[src/rtl/dtmr_pkg.sv]
package dtmr_pkg;

    localparam int NTMR   = 2;
    localparam int CNT_W  = 16;
    localparam int PRE_W  = 8;
    localparam int MODE_W = 4;
    localparam int LANE_W = 8;
    localparam int IRQ_W  = 4;
    localparam int ADDR_W = 8;
    localparam int DATA_W = 32;

    localparam logic [ADDR_W-1:0] OFS_MODE_A = 8'h04;
    localparam logic [ADDR_W-1:0] OFS_MODE_B = 8'h08;
    localparam logic [ADDR_W-1:0] OFS_CTRL   = 8'h0C;
    localparam logic [ADDR_W-1:0] OFS_MASK   = 8'h18;
    localparam logic [ADDR_W-1:0] OFS_RAW    = 8'h1C;
    localparam logic [ADDR_W-1:0] OFS_MSTAT  = 8'h20;
    localparam logic [ADDR_W-1:0] OFS_CLR    = 8'h24;
    localparam logic [ADDR_W-1:0] OFS_LOAD_A = 8'h28;
    localparam logic [ADDR_W-1:0] OFS_LOAD_B = 8'h2C;
    localparam logic [ADDR_W-1:0] OFS_PRE_A  = 8'h38;
    localparam logic [ADDR_W-1:0] OFS_PRE_B  = 8'h3C;

    localparam logic [DATA_W-1:0] MASK_KEEP = 32'h0000_0707;

    typedef struct packed {
        logic [CNT_W-1:0] load;
        logic [PRE_W-1:0] prescale;
        logic             oneshot;
    } tmr_cfg_t;

    function automatic logic [ADDR_W-1:0] ofs_load(int n);
        return (n == 0) ? OFS_LOAD_A : OFS_LOAD_B;
    endfunction

    function automatic logic [ADDR_W-1:0] ofs_pre(int n);
        return (n == 0) ? OFS_PRE_A : OFS_PRE_B;
    endfunction

    function automatic logic [ADDR_W-1:0] ofs_mode(int n);
        return (n == 0) ? OFS_MODE_A : OFS_MODE_B;
    endfunction

endpackage

[src/rtl/dtmr_counter.sv]
module dtmr_counter
    import dtmr_pkg::*;
(
    input  logic     clk,
    input  logic     rst,
    input  logic     start,
    input  logic     run,
    input  tmr_cfg_t cfg,
    output logic     timeout
);

    logic [CNT_W-1:0] cnt_q;
    logic [PRE_W-1:0] pre_q;
    logic             tick;
    logic             last;

    assign tick    = run && (pre_q >= cfg.prescale);
    assign last    = (cnt_q <= CNT_W'(1));
    assign timeout = tick && last;

    always_ff @(posedge clk) begin
        if (rst) begin
            cnt_q <= '0;
            pre_q <= '0;
        end else if (start) begin
            cnt_q <= cfg.load;
            pre_q <= '0;
        end else if (run) begin
            if (tick) begin
                pre_q <= '0;
                cnt_q <= last ? cfg.load : cnt_q - CNT_W'(1);
            end else begin
                pre_q <= pre_q + PRE_W'(1);
            end
        end
    end

    // a restart takes the load value and zeroes the prescaler
    p_start_load_r11: assert property (@(posedge clk) disable iff (rst)
        start |=> (cnt_q == $past(cfg.load) && pre_q == '0));

    // the counter reloads after a timeout
    p_reload_r3: assert property (@(posedge clk) disable iff (rst)
        (timeout && !start) |=> (cnt_q == $past(cfg.load)));

endmodule

[src/rtl/dtmr_status.sv]
module dtmr_status
    import dtmr_pkg::*;
(
    input  logic              clk,
    input  logic              rst,
    input  logic [NTMR-1:0]   timeout,
    input  logic              mask_we,
    input  logic              clr_we,
    input  logic [DATA_W-1:0] wdata,
    output logic [DATA_W-1:0] raw,
    output logic [DATA_W-1:0] mask,
    output logic [NTMR-1:0]   irq
);

    logic [DATA_W-1:0] raw_q, raw_d, mask_q;

    always_comb begin
        raw_d = raw_q;
        if (clr_we) raw_d = raw_d & ~wdata;
        for (int n = 0; n < NTMR; n++) begin
            if (timeout[n]) raw_d[n*LANE_W] = 1'b1;
        end
    end

    always_ff @(posedge clk) begin
        if (rst) begin
            raw_q  <= '0;
            mask_q <= '0;
        end else begin
            raw_q <= raw_d;
            if (mask_we) mask_q <= wdata & MASK_KEEP;
        end
    end

    assign raw  = raw_q;
    assign mask = mask_q;

    for (genvar n = 0; n < NTMR; n++) begin : g_lane
        localparam int B = n * LANE_W;
        assign irq[n] = |(raw_q[B +: IRQ_W] & mask_q[B +: IRQ_W]);

        // a timeout leaves its flag set
        p_flag_set_r2: assert property (@(posedge clk) disable iff (rst)
            timeout[n] |=> raw_q[B]);

        // a written one clears the flag unless a new timeout arrives
        p_w1c_r7: assert property (@(posedge clk) disable iff (rst)
            (clr_we && wdata[B] && !timeout[n]) |=> !raw_q[B]);
    end

endmodule

[src/rtl/dual_timer.sv]
module dual_timer
    import dtmr_pkg::*;
(
    input  logic              clk,
    input  logic              rst,
    input  logic              bus_sel,
    input  logic              bus_wr,
    input  logic [ADDR_W-1:0] bus_addr,
    input  logic [DATA_W-1:0] bus_wdata,
    output logic [DATA_W-1:0] bus_rdata,
    output logic              irq_a,
    output logic              irq_b
);

    logic              wr_en, rd_en;
    logic              ctrl_we, mask_we, clr_we;
    logic [NTMR-1:0]   en_q, start, tmo, irq_w;
    tmr_cfg_t          cfg    [NTMR];
    logic [MODE_W-1:0] mode_q [NTMR];
    logic [DATA_W-1:0] raw_w, mask_w, rd_mux, rd_q;

    assign wr_en   = bus_sel && bus_wr;
    assign rd_en   = bus_sel && !bus_wr;
    assign ctrl_we = wr_en && (bus_addr == OFS_CTRL);
    assign mask_we = wr_en && (bus_addr == OFS_MASK);
    assign clr_we  = wr_en && (bus_addr == OFS_CLR);

    for (genvar n = 0; n < NTMR; n++) begin : g_tmr
        localparam int EB = n * LANE_W;
        logic [CNT_W-1:0]  load_r;
        logic [PRE_W-1:0]  pre_r;
        logic [MODE_W-1:0] mode_r;
        logic              en_r;

        always_ff @(posedge clk) begin
            if (rst) begin
                load_r <= '0;
                pre_r  <= '0;
                mode_r <= '0;
            end else if (wr_en) begin
                if (bus_addr == ofs_load(n)) load_r <= bus_wdata[CNT_W-1:0];
                if (bus_addr == ofs_pre(n))  pre_r  <= bus_wdata[PRE_W-1:0];
                if (bus_addr == ofs_mode(n)) mode_r <= bus_wdata[MODE_W-1:0];
            end
        end

        always_ff @(posedge clk) begin
            if (rst)                        en_r <= 1'b0;
            else if (ctrl_we)               en_r <= bus_wdata[EB];
            else if (tmo[n] && mode_r[0])   en_r <= 1'b0;
        end

        assign en_q[n]   = en_r;
        assign start[n]  = ctrl_we && bus_wdata[EB] && !en_r;
        assign mode_q[n] = mode_r;
        assign cfg[n]    = '{load: load_r, prescale: pre_r, oneshot: mode_r[0]};

        dtmr_counter u_cnt (
            .clk     (clk),
            .rst     (rst),
            .start   (start[n]),
            .run     (en_r),
            .cfg     (cfg[n]),
            .timeout (tmo[n])
        );

        // a single-run timeout drops the enable bit
        p_oneshot_stop_r4: assert property (@(posedge clk) disable iff (rst)
            (tmo[n] && mode_r[0] && !ctrl_we) |=> !en_r);
    end

    dtmr_status u_stat (
        .clk     (clk),
        .rst     (rst),
        .timeout (tmo),
        .mask_we (mask_we),
        .clr_we  (clr_we),
        .wdata   (bus_wdata),
        .raw     (raw_w),
        .mask    (mask_w),
        .irq     (irq_w)
    );

    always_comb begin
        rd_mux = '0;
        case (bus_addr)
            OFS_CTRL: begin
                for (int n = 0; n < NTMR; n++) rd_mux[n*LANE_W] = en_q[n];
            end
            OFS_MASK:  rd_mux = mask_w;
            OFS_RAW:   rd_mux = raw_w;
            OFS_MSTAT: rd_mux = raw_w & mask_w;
            default: begin
                for (int n = 0; n < NTMR; n++) begin
                    if (bus_addr == ofs_load(n)) rd_mux = DATA_W'(cfg[n].load);
                    if (bus_addr == ofs_pre(n))  rd_mux = DATA_W'(cfg[n].prescale);
                    if (bus_addr == ofs_mode(n)) rd_mux = DATA_W'(mode_q[n]);
                end
            end
        endcase
    end

    always_ff @(posedge clk) begin
        if (rst)        rd_q <= '0;
        else if (rd_en) rd_q <= rd_mux;
        else            rd_q <= '0;
    end

    assign bus_rdata = rd_q;
    assign irq_a     = irq_w[0];
    assign irq_b     = irq_w[1];

    // reading an unmapped offset returns zero
    p_unmapped_zero_r10: assert property (@(posedge clk) disable iff (rst)
        (rd_en && bus_addr == 8'h40) |=> (bus_rdata == '0));

endmodule

[config.mk]
export PLATFORM = sky130hd
export DESIGN_NAME = dual_timer
export DESIGN_NICKNAME = d
export VERILOG_FILES = /design/src/rtl/dtmr_pkg.sv /design/src/rtl/dtmr_counter.sv /design/src/rtl/dtmr_status.sv /design/src/rtl/dual_timer.sv
export SDC_FILE = /design/constraint.sdc
export NUM_CORES = 1
export LEC_CHECK = 0
export ABC_CLOCK_PERIOD_IN_PS = 3000
export BUFFER_PORTS_ARGS = -buffer_cell sky130_fd_sc_hd__buf_4
export CORE_ASPECT_RATIO = 1.5
export CORE_MARGIN = 4
export CORE_UTILIZATION = 40
export DETAILED_ROUTE_END_ITERATION = 16
export PLACE_DENSITY = 0.7
export SYNTH_ARGS = -nofsm -noshare
export SYNTH_HDL_FRONTEND = slang
export SYNTH_SLANG_ARGS = --single-unit
[constraint.sdc]
create_clock -name clk -period 3 [get_ports clk]
set_clock_uncertainty 0.05 [all_clocks]
set_input_delay 0.6 -clock clk [delete_from_list [all_inputs] [get_ports clk]]
set_output_delay 0.6 -clock clk [all_outputs]
set_load 0.05 [all_outputs]
Yosys cells after proc, flatten, opt, wreduce, memory -nomap -nowiden:

Index checks and enable logic that the tools add are counted.
Widths: inputs -> output; s select.

* bitwise gates (word level): 6
* reductions and logical operators: 39
* order comparisons: 4
* multiplexer cells: 27
* equality and inequality tests: 11
* add/sub/neg operators: 4

Operator list (number)
* $mux 32: 5
* $mux 16: 9
* $pmux 23 s4: 1
* $eq 8x6->1 const B: 6
* $and 32x11->32: 1
* $and 32x32->32: 1
* $le 16x1->1 const B: 2
* $not 32->32: 1
* $sub 16x1->16 const B: 2
* $pmux 7 s4: 1
* $add 8x1->8 const B: 2
* $eq 8x4->1 const B: 2
* $eq 8x5->1 const B: 2
* $ge 8x8->1: 2
* $mux 8: 2
* $reduce_and 2->1: 8
* $reduce_bool 2->1: 8
* $logic_and 1x1->1: 15
* $mux 9: 1
* $and 4x3->4: 2
* $eq 8x3->1 const B: 1
* $pmux 1 s4: 2
* $reduce_or 4->1: 2
* $mux 1: 6
* other kinds (3): 7

* register bits: 176
* word-level logic and storage cells: 108

Depth between registers and ports, before layout:

* word-level depth: 8
* mapped depth: 9

Hierarchy:

From an unflattened synthesis, not the netlist that was laid out.

* cells, all modules: 1059
* area, all modules: 9410.3 um^2

Modules (own cells, without submodules)
* dual_timer: sequential area each 1801.7 um^2, cells each 494, area each 4144.0 um^2, times used 1
* dtmr_counter: sequential area each 480.5 um^2, cells each 205, area each 1803.0 um^2, times used 2
* dtmr_status: sequential area each 760.7 um^2, cells each 155, area each 1660.3 um^2, times used 1

Worst setup path before layout:

OpenSTA, ideal clock, no wires.

* kind: in2reg
* from: input port bus_addr[4]
* to: register g_tmr[1].u_cnt.cnt_q[0]
* arrival: 2.358 ns
* buffers on the path: 3
* stages: 8
* slack: 0.463 ns
* cell sequence: clkbuf_1 -> nor4_2 -> and4_1 -> clkbuf_1 -> nor2_1 -> clkbuf_1 -> nand2_1 -> o22ai_1

* word-level cells in the longest chain between the ends: 6
* elaborated cells between the ends (all ways): 8
* those cells by class: 1 x eq/ne; 1 x mux; 6 x reduce/logical

Ends and longest elaborated chain
* from (decl): line dual_timer.sv:8 `input logic [ADDR_W-1:0] bus_addr,`
* $eq 8x4->1 (*): line dual_timer.sv:24 `assign ctrl_we = wr_en && (bus_addr == OFS_CTRL);`
* $logic_and 1x1->1 (*): line dual_timer.sv:24
* $logic_and 1x1->1 (*) (2 in a row): line dual_timer.sv:54 `assign start[n] = ctrl_we && bus_wdata[EB] && !en_r;`
* $reduce_bool 2->1 (no source line)
* $reduce_and 2->1 (no source line)
* to (signal assigned): line dtmr_counter.sv:26 `cnt_q <= cfg.load;`
* to (signal assigned): line dtmr_counter.sv:31 `cnt_q <= last ? cfg.load : cnt_q - CNT_W'(1);`
* to (decl): line dtmr_counter.sv:12 `logic [CNT_W-1:0] cnt_q;`

Every way passes the cells marked *; elsewhere a longest branch is shown, timed or not.
A chain may end at the register's enable or synchronous reset.

Worst setup path after layout:

* from: register g_tmr[0].u_cnt.pre_q[0]
* to: register g_tmr[0].u_cnt.cnt_q[14]

* word-level cells in the longest chain between the ends: 4

Ends and longest elaborated chain
* from (decl): line dtmr_counter.sv:13 `logic [PRE_W-1:0] pre_q;`
* from (signal assigned): line dtmr_counter.sv:33 `pre_q <= pre_q + PRE_W'(1);`
* $ge 8x8->1: line dtmr_counter.sv:17 `assign tick = run && (pre_q >= cfg.prescale);`
* $logic_and 1x1->1: line dtmr_counter.sv:17
* $reduce_bool 2->1 (no source line)
* $reduce_and 2->1 (no source line)
* to (signal assigned): line dtmr_counter.sv:26
* to (signal assigned): line dtmr_counter.sv:31
* to (decl): line dtmr_counter.sv:12

No other way between the ends.

==> results.toml <==
[worst_setup_path]
maximum_fanout_count_along_the_critical_path = 6
end_kind = "register"
timing.critical_path.arrival_ps = 2960
worst_ep_required_time_ps = 3290
crit_type = "reg -> reg"
worstSetupStartpointType = "register"

[grt]
grt_pass1_vias = 6983
grt_max_degree = 83
number_of_antenna_violations_at_the_first_check_in_global_routing = 0
globalRoute.totalOverflow = 0
global_route_wire_length_before_repair_microns = 35700
grt_use_total = 0.202

[flow_run]
max_cap_viol_count = 0

[power]
power.total_mw = 4.77
power.static_leakage_nw = 3.69
power.ir.vdd_worst_mv = 0.393
p_per_area_mw_per_mm2 = 500

[clocking]
cts_tree = "built"
postCtsSetupRepairBufs = 0
tritoncts_num_sinks = 176
cts-buffers-inserted = 17
worst_setup_hold_path_clk_slew_ps = 70
ctsResizeCount = 0
root_buffer = "sky130_fd_sc_hd__clkbuf_16"
max_clock_buf_depth = 2
ctsHoldBuffers = 0
clock_insertion_delay_worst_skew_ps = 440
cts_htree_levels = 4

[sta]
setup_repair_after_global_routing_missed_its_margin = "false"
max_clock_freq_ghz = 0.374
setup_total_negative_slack_ps = 0
final.hold.worst_slack_ps = 270
worst_pin_slew_ps = 613
worst_slew_margin_rel = 0.581
finalHoldViolCount = 0
final-max-slew-violation-count = 0
period_minus_slack_ps = 2670
fin_crit_sh = 0.891
final-setup-viol-count = 0
finalWorstSetupSlack_ps = 327

[synth]
synth_largest_type_area_fraction = 0.442
synth-main-ff-cell = "sky130_fd_sc_hd__dfxtp_1"
synth_most_common_cell = "sky130_fd_sc_hd__dfxtp_1"
yosys.area.top_type = "sky130_fd_sc_hd__dfxtp_1"
postSynth.asyncResetShare = 0
syn-num-nets = 1021
synth.area.top_cells = "sky130_fd_sc_hd__dfxtp_1 44%, sky130_fd_sc_hd__a21oi_1 7.1%, sky130_fd_sc_hd__nand2_1 5.9%"
yosysWarningCount = 0
synthCells = 955
synth.cell_area_sq_mm = 0.00798
syn_area_per_cell_sq_um = 8.35
synth.yosys.seq_area_share = 0.442
post_synth_top_cells = "176 x sky130_fd_sc_hd__dfxtp_1, 125 x sky130_fd_sc_hd__nand2_1, 113 x sky130_fd_sc_hd__a21oi_1"
synth_seq_cells = 176
post_synth_num_cell_types = 67
number_of_enable_flip_flop_cells_after_synthesis = 0

[drt]
post_drt_wl_per_cell_microns = 17.5
firstDrtPassIters = 5
vias_per_cell = 5.65
routed-via-count = 7356
antenna_violating_nets_post_route = 0
drt-initial-drc-count = 634
routed_wl_microns = 22700
post-route-drc-count = 0

[floorplanning]
die_area_sq_mm = 0.0223
die_h_microns = 181
floorplan.io_pins = 78
die-width_microns = 123
coreArea_sq_mm = 0.0197
effective_utilization_at_floorplan = 0.405
floorplan.rows = 63

[place]
placement.io_buffers = 77
finalWeightedCongestion = 0.978
dp_worst_setup_slack_ps = 319
detailed_place_hpwl_microns = 16500

[final_layout]
area.sequential_sq_mm = 0.00352
layout.filler_cells = 1894
multiInputGateArea_sq_mm = 0.00415
proportion_of_layout_cells_with_a_drive_suffix_above_1 = 0.150
finalNetCount = 1095
synthToLayoutAreaGrowth_pct = 19.7
antenna-diode-count = 0

[status]
outcome = "complete, no violations"

[worst_hold_path]
worstHoldPathType = "in -> reg"
==> per-layer routing <==
layer,track usage,share of wire
met2,0.351,0.51
met4,0.0967,0.039
met5,0,0
met1,0.234,0.40
met3,0.0388,0.048
==> cells in the final DEF (no fill, tap or decap), drive strengths merged, types with 7 or more instances in the layout <==
cell / synthesis / final
nand2b: 38 / 38
a222oi: 11 / 11
a21o: 12 / 12
buf: 11 / 110
mux2i: 28 / 28
a21oi: 113 / 113
nor2: 86 / 86
o22ai: 8 / 8
ha: 22 / 22
clkbuf: 44 / 20
dfxtp: 176 / 176
nand3: 33 / 33
a22oi: 7 / 7
nand4: 7 / 7
xor2: 9 / 9
nand2: 125 / 125
and3: 13 / 13
o21ai: 36 / 36
a221oi: 8 / 8
and2: 21 / 21
inv: 27 / 33
nor3: 26 / 26
nor4: 12 / 12
==> where the power goes <==
group / total, mW / switching [mW] / leakage [nW] / internal, mW
combinational: 0.178 / 0.111 / 1.99 / 0.0666
clock: 2.26 / 0.989 / 0.288 / 1.27
sequential: 2.34 / 0.000726 / 1.42 / 2.34
total: 4.77 / 1.10 / 3.69 / 3.67
==> worst max-delay path, cell delays in order, from the launching register on <==
cell                        delay, ps
sky130_fd_sc_hd__dfxtp_1          410
sky130_fd_sc_hd__inv_1             70
sky130_fd_sc_hd__ha_1             260
sky130_fd_sc_hd__nand2b_1         130
sky130_fd_sc_hd__a2111oi_0        600
sky130_fd_sc_hd__o32a_1           430
sky130_fd_sc_hd__nor4_1           120
sky130_fd_sc_hd__mux2_2           280
sky130_fd_sc_hd__a22o_1           220
==> state kept, by name, indices dropped and copies added (netlist names) <==
signal             count
bus_rdata             32
g_tmr.load_r          32
g_tmr.u_cnt.cnt_q     32
u_stat.raw            32
g_tmr.pre_r           16
g_tmr.u_cnt.pre_q     16
g_tmr.mode_r           8
u_stat.mask            6
g_tmr.en_r             2
==> through the flow <==
stage	util	std cells	instance area [sq um]
after global placement	0.454	1270	8950
after CTS	0.484	1302	9550
after floorplan	-	955	7980
after global routing	0.484	1302	9550
final	0.484	1302	9550
after detailed placement	0.454	1270	8950
==> cell type report <==
class                   count  share of cell area
multi-input cells         697               0.435
flip-flops and latches    176               0.369
inverters                  27              0.0106
clock inverters            12              0.0152
repair buffers            110              0.0891
well taps                 260              0.0341
clock buffers              20              0.0468
==> logic make-up (layout without fill, tap and decap cells) <==
logic type | count (synthesis) | after routing | synth area share
and+or+nand+nor | 390 | 390 | 0.237
xor gates and xnor gates | 14 | 14 | 0.0154
adders and majority gates | 22 | 22 | 0.0345
buffers and inverters | 82 | 169 | 0.0408
AOI/OAI and AO/OA | 240 | 240 | 0.191
muxes | 31 | 31 | 0.0398
DFF | 176 | 176 | 0.442
==> worst paths after layout <==
check | startpoint | endpoint | slack [ps] | cells past startpoint
max | g_tmr[0].u_cnt.pre_q[0] | g_tmr[0].u_cnt.cnt_q[14] | 330 | 8
min | bus_wdata[20] | u_stat.raw[20] | 270 | 2
max reg2reg | g_tmr[0].u_cnt.pre_q[0] | g_tmr[0].u_cnt.cnt_q[14] | 330 | 8
min reg2reg | u_stat.raw[19] | u_stat.raw[19] | 390 | 2
Power figures use the tool's default switching activity.
